===== config.mk =====
export PLATFORM = sky130hd
export DESIGN_NAME = trap_entry_seq
export DESIGN_NICKNAME = d
export VERILOG_FILES = /design/src/rtl/trap_pkg.sv /design/src/rtl/trap_ctrl.sv /design/src/rtl/trap_dpath.sv /design/src/rtl/trap_entry_seq.sv
export SDC_FILE = /design/constraint.sdc
export NUM_CORES = 1
export LEC_CHECK = 0
export BUFFER_PORTS_ARGS = -buffer_cell sky130_fd_sc_hd__buf_2
export CAP_MARGIN = 10
export CORE_ASPECT_RATIO = 2
export CORE_MARGIN = 10
export CORE_UTILIZATION = 30
export CTS_BUF_LIST = sky130_fd_sc_hd__clkbuf_4
export DETAILED_ROUTE_END_ITERATION = 12
export MAX_ROUTING_LAYER = met4
export SLEW_MARGIN = 20
export SYNTH_ARGS = -nofsm -noshare
export SYNTH_HDL_FRONTEND = slang
export SYNTH_SLANG_ARGS = --single-unit

===== constraint.sdc =====
create_clock -name clk -period 10.5 [get_ports clk]
set_input_delay 1.575 -clock clk [delete_from_list [all_inputs] [get_ports clk]]
set_output_delay 1.575 -clock clk [all_outputs]
set_load 0.1 [all_outputs]

===== src/rtl/trap_pkg.sv =====
package trap_pkg;
  localparam int EVT_W    = 12;
  localparam int SR_BL    = 28;
  localparam int SR_RB    = 29;
  localparam int SR_MD    = 30;
  localparam int IMASK_LO = 4;
  localparam int IMASK_W  = 4;

  typedef enum logic [1:0] {
    TGT_RESET = 2'd0,
    TGT_TLB   = 2'd1,
    TGT_GEN   = 2'd2,
    TGT_IRQ   = 2'd3
  } tgt_e;

  typedef struct packed {
    logic             takeExc;
    logic             takeIrq;
    tgt_e             target;
    logic             rewind;
    logic             trapAdj;
    logic [EVT_W-1:0] code;
  } ctl_s;
endpackage


===== src/rtl/trap_ctrl.sv =====
module trap_ctrl
  import trap_pkg::*;
#(
  parameter logic [EVT_W-1:0] CODE_UNBLOCKABLE = 12'h1E0,
  parameter logic [EVT_W-1:0] CODE_RESET_A     = 12'h000,
  parameter logic [EVT_W-1:0] CODE_RESET_B     = 12'h020,
  parameter logic [EVT_W-1:0] CODE_TLB_RD      = 12'h040,
  parameter logic [EVT_W-1:0] CODE_TLB_WR      = 12'h060,
  parameter logic [EVT_W-1:0] CODE_TRAP        = 12'h160
) (
  input  logic               clk,
  input  logic               rst,
  input  logic               excValid,
  input  logic [EVT_W-1:0]   excCode,
  input  logic               irqReq,
  input  logic [EVT_W-1:0]   irqVector,
  input  logic               srBl,
  input  logic [IMASK_W-1:0] srImask,
  input  logic               sleeping,
  input  logic               inDelaySlot,
  output logic [IMASK_W-1:0] irqLevel,
  output ctl_s               ctl
);
  localparam logic [EVT_W-1:0] NO_VECTOR = '1;

  logic             irqPend;
  logic             irqWant;
  logic [EVT_W-1:0] effCode;

  assign irqLevel = srImask;
  assign irqWant  = irqReq | irqPend;
  assign effCode  = (srBl && excCode != CODE_UNBLOCKABLE) ? CODE_RESET_A : excCode;

  always_comb begin
    ctl         = '0;
    ctl.takeExc = excValid;
    ctl.takeIrq = irqWant && !excValid && !srBl && (irqVector != NO_VECTOR);
    ctl.rewind  = inDelaySlot;
    ctl.code    = effCode;
    ctl.trapAdj = excValid && (effCode == CODE_TRAP);
    if (ctl.takeIrq)
      ctl.target = TGT_IRQ;
    else if (effCode == CODE_RESET_A || effCode == CODE_RESET_B)
      ctl.target = TGT_RESET;
    else if (effCode == CODE_TLB_RD || effCode == CODE_TLB_WR)
      ctl.target = TGT_TLB;
    else
      ctl.target = TGT_GEN;
  end

  // Request seen while asleep and blocked is kept until an interrupt is taken.
  always_ff @(posedge clk) begin
    if (rst)
      irqPend <= 1'b0;
    else if (ctl.takeIrq)
      irqPend <= 1'b0;
    else if (irqReq && srBl && sleeping)
      irqPend <= 1'b1;
  end

  AST_EXC_BEATS_IRQ: assert property (@(posedge clk) disable iff (rst)
    excValid |-> !ctl.takeIrq);
  AST_BL_NO_IRQ: assert property (@(posedge clk) disable iff (rst)
    srBl |-> !ctl.takeIrq);
  AST_IRQ_NEEDS_VECTOR: assert property (@(posedge clk) disable iff (rst)
    ctl.takeIrq |-> irqVector != NO_VECTOR);
  AST_ONE_KIND: assert property (@(posedge clk) disable iff (rst)
    !(ctl.takeExc && ctl.takeIrq));
endmodule


===== src/rtl/trap_dpath.sv =====
module trap_dpath
  import trap_pkg::*;
#(
  parameter int                XLEN     = 32,
  parameter logic [XLEN-1:0]   RESET_PC = 32'hA000_0000,
  parameter logic [XLEN-1:0]   OFS_GEN  = 32'h0000_0100,
  parameter logic [XLEN-1:0]   OFS_TLB  = 32'h0000_0400,
  parameter logic [XLEN-1:0]   OFS_IRQ  = 32'h0000_0600
) (
  input  logic             clk,
  input  logic             rst,
  input  ctl_s             ctl,
  input  logic [XLEN-1:0]  srIn,
  input  logic [XLEN-1:0]  pcIn,
  input  logic [XLEN-1:0]  r15In,
  input  logic [XLEN-1:0]  vbrIn,
  input  logic [EVT_W-1:0] irqVector,
  output logic             taken,
  output logic             delayClear,
  output logic [XLEN-1:0]  srOut,
  output logic [XLEN-1:0]  pcOut,
  output logic [XLEN-1:0]  spcOut,
  output logic [XLEN-1:0]  ssrOut,
  output logic [XLEN-1:0]  sgrOut,
  output logic [EVT_W-1:0] expevtOut,
  output logic [EVT_W-1:0] intevtOut
);
  localparam logic [XLEN-1:0] STEP = XLEN'(2);

  logic            take;
  logic [XLEN-1:0] srNext;
  logic [XLEN-1:0] pcNext;
  logic [XLEN-1:0] spcNext;

  assign take = ctl.takeExc | ctl.takeIrq;

  always_comb begin
    srNext        = srIn;
    srNext[SR_BL] = 1'b1;
    srNext[SR_RB] = 1'b1;
    srNext[SR_MD] = 1'b1;
    if (ctl.target == TGT_RESET)
      srNext[IMASK_LO +: IMASK_W] = '1;
    spcNext = pcIn;
    if (ctl.rewind)  spcNext = spcNext - STEP;
    if (ctl.trapAdj) spcNext = spcNext + STEP;
    case (ctl.target)
      TGT_RESET: pcNext = RESET_PC;
      TGT_TLB:   pcNext = vbrIn + OFS_TLB;
      TGT_IRQ:   pcNext = vbrIn + OFS_IRQ;
      default:   pcNext = vbrIn + OFS_GEN;
    endcase
  end

  always_ff @(posedge clk) begin
    if (rst) begin
      taken      <= 1'b0;
      delayClear <= 1'b0;
      srOut      <= '0;
      pcOut      <= '0;
      spcOut     <= '0;
      ssrOut     <= '0;
      sgrOut     <= '0;
      expevtOut  <= '0;
      intevtOut  <= '0;
    end else begin
      taken      <= take;
      delayClear <= take && ctl.rewind;
      if (take) begin
        srOut  <= srNext;
        pcOut  <= pcNext;
        spcOut <= spcNext;
        ssrOut <= srIn;
        sgrOut <= r15In;
      end
      if (ctl.takeExc) expevtOut <= ctl.code;
      if (ctl.takeIrq) intevtOut <= irqVector;
    end
  end

  AST_SAVED_SR: assert property (@(posedge clk) disable iff (rst)
    taken |-> ssrOut == $past(srIn));
  AST_BLOCK_FLAGS: assert property (@(posedge clk) disable iff (rst)
    taken |-> (srOut[SR_BL] && srOut[SR_RB] && srOut[SR_MD]));
  AST_CLEAR_WITH_TAKEN: assert property (@(posedge clk) disable iff (rst)
    delayClear |-> taken);
  AST_EVT_STABLE_IDLE: assert property (@(posedge clk) disable iff (rst)
    !take |=> ($stable(expevtOut) && $stable(intevtOut)));
endmodule


===== src/rtl/trap_entry_seq.sv =====
module trap_entry_seq
  import trap_pkg::*;
#(
  parameter int XLEN = 32
) (
  input  logic             clk,
  input  logic             rst,
  input  logic             excValid,
  input  logic [11:0]      excCode,
  input  logic             irqReq,
  input  logic [11:0]      irqVector,
  input  logic [31:0]      srIn,
  input  logic [31:0]      pcIn,
  input  logic [31:0]      r15In,
  input  logic [31:0]      vbrIn,
  input  logic             inDelaySlot,
  input  logic             sleeping,
  output logic [3:0]       irqLevel,
  output logic             taken,
  output logic             delayClear,
  output logic [31:0]      srOut,
  output logic [31:0]      pcOut,
  output logic [31:0]      spcOut,
  output logic [31:0]      ssrOut,
  output logic [31:0]      sgrOut,
  output logic [11:0]      expevtOut,
  output logic [11:0]      intevtOut
);
  ctl_s ctl;

  trap_ctrl u_ctrl (
    .clk(clk), .rst(rst),
    .excValid(excValid), .excCode(excCode),
    .irqReq(irqReq), .irqVector(irqVector),
    .srBl(srIn[SR_BL]), .srImask(srIn[IMASK_LO +: IMASK_W]),
    .sleeping(sleeping), .inDelaySlot(inDelaySlot),
    .irqLevel(irqLevel), .ctl(ctl)
  );

  trap_dpath #(.XLEN(XLEN)) u_dpath (
    .clk(clk), .rst(rst), .ctl(ctl),
    .srIn(srIn), .pcIn(pcIn), .r15In(r15In), .vbrIn(vbrIn),
    .irqVector(irqVector),
    .taken(taken), .delayClear(delayClear),
    .srOut(srOut), .pcOut(pcOut), .spcOut(spcOut),
    .ssrOut(ssrOut), .sgrOut(sgrOut),
    .expevtOut(expevtOut), .intevtOut(intevtOut)
  );
endmodule


### After elaboration in Yosys (flattened, before gate mapping)

Cells that the tools add are included.

| word-level totals | value |
|---|---|
| flip-flop bits (word level) | 187 |
| input bits | 158 |
| output and inout bits | 190 |
| logic and storage cells | 48 |

| operators by class | value |
|---|---|
| $add $sub $neg | 5 |
| equality and inequality tests | 8 |
| muxes and demuxes | 8 |
| bitwise operators | 2 |
| reduce and logical (&&, ||, !) cells | 15 |

Operator list:

| operator | number |
|---|---|
| 32-bit one-hot mux with 3 select lines | 1 |
| 32-bit by 11-bit adder with 32-bit output, second input constant | 2 |
| 32-bit two-way mux | 2 |
| 32-bit by 2-bit adder with 32-bit output, second input constant | 1 |
| 32-bit by 9-bit adder with 32-bit output, second input constant | 1 |
| 32-bit by 2-bit subtractor with 32-bit output, second input constant | 1 |
| 12-bit by 7-bit equality test with 1-bit output, second input constant | 2 |
| 12-bit by 6-bit equality test with 1-bit output, second input constant | 1 |
| 12-bit by 9-bit equality test with 1-bit output, second input constant | 1 |
| 12-bit logical NOT | 1 |
| 12-bit two-way mux | 1 |
| 12-bit != test, second input constant | 1 |
| 12-bit by 9-bit != test with 1-bit output, second input constant | 1 |
| 1-bit logical AND | 8 |
| 2-bit two-way mux | 3 |
| 4-bit two-way mux | 1 |
| 2-bit by 1-bit equality test with 1-bit output, second input constant | 1 |
| 2-bit equality test, second input constant | 1 |
| 1-bit logical NOT | 2 |
| 2-bit logical NOT | 1 |
| 1-bit logical OR | 2 |
| 1-bit bitwise OR | 2 |
| 2-bit OR reduction | 1 |

### Logic depth before layout (Yosys ltp)

| logic depth | value |
|---|---|
| depth in word-level cells | 10 |
| mapped depth | 12 |
| gate-level depth less buffers | 11 |

### Cells and area by module

A second synthesis with hierarchy kept.

| unflattened totals | value |
|---|---|
| cell total of the unflattened synthesis | 1059 |
| area, all modules | 8320.5 µm² |

By module, submodules not included:

| module | instances | cells each | area each (µm²) | sequential area each (µm²) |
|---|---|---|---|---|
| trap_dpath | 1 | 1013 | 8011.4 | 3183.1 |
| trap_ctrl | 1 | 46 | 309.0 | 20.0 |

### Least setup slack after synthesis

OpenSTA, ideal clock, no wires.

| path | value |
|---|---|
| path type | in2reg |
| from | input port pcIn[2] |
| to | register u_dpath.spcOut[20] |
| setup time | 122 ps |
| arrival | 4460 ps |
| required time | 10378 ps |
| slack | 5918 ps |
| stages | 11 |
| buffers on the path | 3 |
| cell sequence | or4b_1 > buf_2 > or3_1 > buf_2 > or3_4 > a2111oi_4 > and2_0 > buf_4 > a311o_1 > a2111oi_2 > a311o_1 |

| between the ends | value |
|---|---|
| cells in the longest elaborated chain, start to end | 4 |

Ends and longest elaborated chain:

| element | line | text |
|---|---|---|
| start, declared | trap_entry_seq.sv:13 | `input logic [31:0] pcIn,` |
| 32-bit by 2-bit subtractor with 32-bit output | trap_dpath.sv:45 | `if (ctl.rewind) spcNext = spcNext - STEP;` |
| 32-bit two-way mux * | trap_dpath.sv:45 |  |
| 32-bit by 2-bit adder with 32-bit output | trap_dpath.sv:46 | `if (ctl.trapAdj) spcNext = spcNext + STEP;` |
| 32-bit two-way mux * | trap_dpath.sv:46 |  |
| end signal, assigned | trap_dpath.sv:72 | `spcOut <= spcNext;` |
| end, declared | trap_dpath.sv:22 | `output logic [XLEN-1:0] spcOut,` |

Every way passes the cells marked *; elsewhere a longest branch is shown, timed or not.
A chain may end at the register's enable or synchronous reset.

### Worst setup path after layout

| path | value |
|---|---|
| from | input port excCode[0] |
| to | register u_dpath.spcOut[20] |

| between the ends | value |
|---|---|
| cells in the longest elaborated chain, start to end | 6 |

Ends and longest elaborated chain:

| element | line | text |
|---|---|---|
| start, declared | trap_entry_seq.sv:9 | `input logic [11:0] excCode,` |
| 12-bit by 9-bit != test with 1-bit output | trap_ctrl.sv:32 | `assign effCode = (srBl && excCode != CODE_UNBLOCKABLE) ? CODE_RESET_A : excCode;` |
| 1-bit logical AND | trap_ctrl.sv:32 |  |
| 12-bit two-way mux * | trap_ctrl.sv:32 |  |
| 12-bit by 9-bit equality test with 1-bit output * | trap_ctrl.sv:40 | `ctl.trapAdj = excValid && (effCode == CODE_TRAP);` |
| 1-bit logical AND * | trap_ctrl.sv:40 |  |
| 32-bit two-way mux * | trap_dpath.sv:46 |  |

Marked as above.

==> summary.md <==
| Metric | Value |
|---|---|
| Crit path DAT | between 5 and 6 ns |
| Area of the die | around 36000 um2 |
| Core outline area | between 20000 and 30000 um2 |
| DP Wirelength | between 20000 and 30000 um |
| Worst slew margin | 0.285 |
| Commonest non-fill, non-tap cells in the layout | buf_2 (346), nand2_1 (246), dfxtp_1 (160) |
| Grt ovf | 0 |
| Main synth FF type | dfxtp_1 |
| FF-to-FF path depth | 8 |
| Row count | 87 |
| FF-to-FF Start | u_ctrl.irqPend |
| Crit path launch type | input port |
| CTS clock-pin slew for the worst setup and hold paths | about 0.17 ns |
| First drt pass iteration count | 5 |
| Hold depth | 2 |
| Root Driver | clkbuf_4 |
| Drt total wl | between 30000 and 40000 um |
| Top cells by area, synth | dfxtp_1 (37%), nand2_1 (11%), a21oi_1 (8.1%), xnor2_1 (3.4%), nor3_1 (3.3%) |
| Crit path from | excCode[0] |
| Pwr/cell area | approximately 150 nW/um2 |
| Slew Viols, Final | 0 |
| IO Count | roughly 350 |
| Period utilization | 0.437 |
| Number of vias per cell | 5.24 |
| Dominant cell type by area after synthesis | dfxtp_1 |
| Register bit total from synthesis | 160 |
| RSZ-0062 raised after global routing | no |
| CTS Buf Count | 17 |
| Crit Path Class | in2reg |
| Clock tree buffer depth | 2 |
| Hold_sp | u_dpath.spcOut[24] |
| FMAX | about 0.22 GHz |
| Outcome | finished, final reports clean |
| Mapped Nets | about 1.3k |
| Syn Std Cell Area | 8650 um2 |
| Share of cells above drive strength 1 | 0.285 |
| Mean post-synth cell area | ~7.4 um2 |
| Die H | 260 um |
| Worst skew pair latency | ~0.63 ns |
| Largest net degree at the start of global routing | 90 |
| Period minus WS final | between 4 and 5 ns |
| GRT Total Usage | 0.188 |
| Final Hold Viols | 0 |
| Design Power | 1.63 mW |
| Starting Density | 0.305 |
| WL per Instance | roughly 20 um |
| Post-cts hold buffer count | 0 |
| CP endpoint kind | register |
| LEAKAGE | between 4 and 5 nW |
| Worst Path Max Fanout | 8 |
| Skew final | about 0.021 ns |
| GPL Wtd Cong | slightly below 1 |
| Seq/Total Area, Yosys | 0.370 |
| Peak supply drop | approximately 76 uV |
| TritonCTS clock tree | done |
| Critical path required time | around 11 ns |
| Initial antenna violation count | 3 |
| Post-CTS sizing | 0 |
| Post-CTS Setup Inserts | 0 |
| R2R setup slack | slightly above 7 ns |
| Worst hold path type | reg2reg |
| WHS Endpoint | u_dpath.spcOut[24] |
| Worst Tran Pin Value | around 1.1 ns |
| CTS sink cnt | 160 |
| Layout area overhead | 23.7% |
| Synth top area share | 0.370 |
| H-tree depth | 4 |
| Async SR Flop Fraction | 0 |
| IO buf count | approximately 350 |
| Overall via count from detail_route | 9446 |
| Setup violators final | 0 |
| Post-route setup TNS | 0 ns |
| Yosys warns | 0 |
| Max cap viols | 0 |
| Routed Antenna Nets | 0 |
| Crit Reg-Reg Endpoint | u_dpath.pcOut[15] |
| Chip width | roughly 140 um |
| Global-route wire length before repair | about 53000 um |
| Cells after Synth | between 1k and 1.5k |
| Remaining DRCs | 0 |
| Nets | ~1.6k |
| Distinct cells, synth | 73 |
| Post-synth EDFFs | 0 |
| Commonest non-fill, non-tap cell in the layout | buf_2 |
| Vias in the first global route | 9103 |
| DR iter-0 viols | 681 |
==> metal layers <==
metal,GRT usage,part of all wire,vias up
li1,-,-,4592
met1,0.179,0.35,4410
met2,0.337,0.54,368
met3,0.0473,0.064,76
met4,0.103,0.046,0
met5,-,0,-
==> final cells by class <==
class	instances	area, um2
antenna	3	7.51
clock buffer	17	128
clock inverter	15	168
fill	3043	17600
inverter	15	56.3
multi-input combinational	877	4870
sequential	160	3200
tap	356	445
timing repair buffer	358	1820
==> cell usage after synthesis (15+ instances only) <==
library cell / instances
inv_1: 15
nand2_1: 246
buf_4: 32
xor2_1: 19
nor3_1: 57
clkbuf_1: 74
dfxtp_1: 160
xnor2_1: 34
nor2_1: 75
nand4_1: 18
nand3_1: 53
nand2b_1: 15
o21ai_0: 30
a21oi_1: 140
==> worst max-delay path, cell delays in order <==
cell,delay (ns)
buf_2,0.10
or4_1,0.62
or4_1,0.74
a21o_1,0.31
a2111oi_4,0.68
and2_0,0.42
a311o_1,0.26
a2111oi_2,0.07
a311o_1,0.34
==> report_power, final <==
part / internal, mW / leakage [nW] / switching, mW
sequential: 0.645 / 1.32 / 0.0202
clock: 0.110 / 0.155 / 0.274
combinational: 0.103 / 3.20 / 0.476
total: 0.858 / 4.67 / 0.770
==> kinds of logic (layout without fill, tap and decap cells) <==
kind of cell / Yosys count / count (layout) / share of synthesized area
adder cells (fa/ha/maj): 7 / 7 / 0.0101
AND/OR/NAND/NOR: 543 / 543 / 0.293
multiplexers: 10 / 10 / 0.0117
AO/OA/AOI/OAI: 264 / 264 / 0.191
buffers and inverters: 127 / 405 / 0.0696
other: 0 / 3 / 0
XOR/XNOR: 53 / 53 / 0.0537
flip-flops: 160 / 160 / 0.370
==> sequential cells by signal, indices dropped and copies added (netlist names) <==
register	cells
u_dpath.pcOut	32
u_dpath.sgrOut	32
u_dpath.spcOut	32
u_dpath.ssrOut	32
u_dpath.expevtOut	12
u_dpath.intevtOut	12
u_dpath.srOut	5
u_ctrl.irqPend	1
u_dpath.delayClear	1
u_dpath.taken	1
==> how the worst max path moves through the flow <==
stage	depth (start not counted)	slack, ns	endpoint
finish	9	5.91	u_dpath.spcOut[20]
global route	9	5.75	u_dpath.spcOut[20]
CTS	9	5.99	u_dpath.spcOut[20]
detailed placement	9	5.26	u_dpath.spcOut[20]
global placement	9	5.35	u_dpath.spcOut[20]
floorplan	11	5.92	u_dpath.spcOut[20]
==> through the flow <==
step	utilization	instance area (um2)	worst slack, ns	std cells	hold WS (ns)
after floorplan	-	8650	5.92	1164	0.487
final	0.378	10700	5.91	1801	0.456
after global routing	0.378	10700	5.75	1801	0.475
after global placement	0.367	10400	5.35	1766	0.435
after CTS	0.378	10700	5.99	1798	0.459
after detailed placement	0.367	10400	5.26	1766	0.431
No activity file was read; power rests on OpenSTA's default activity.
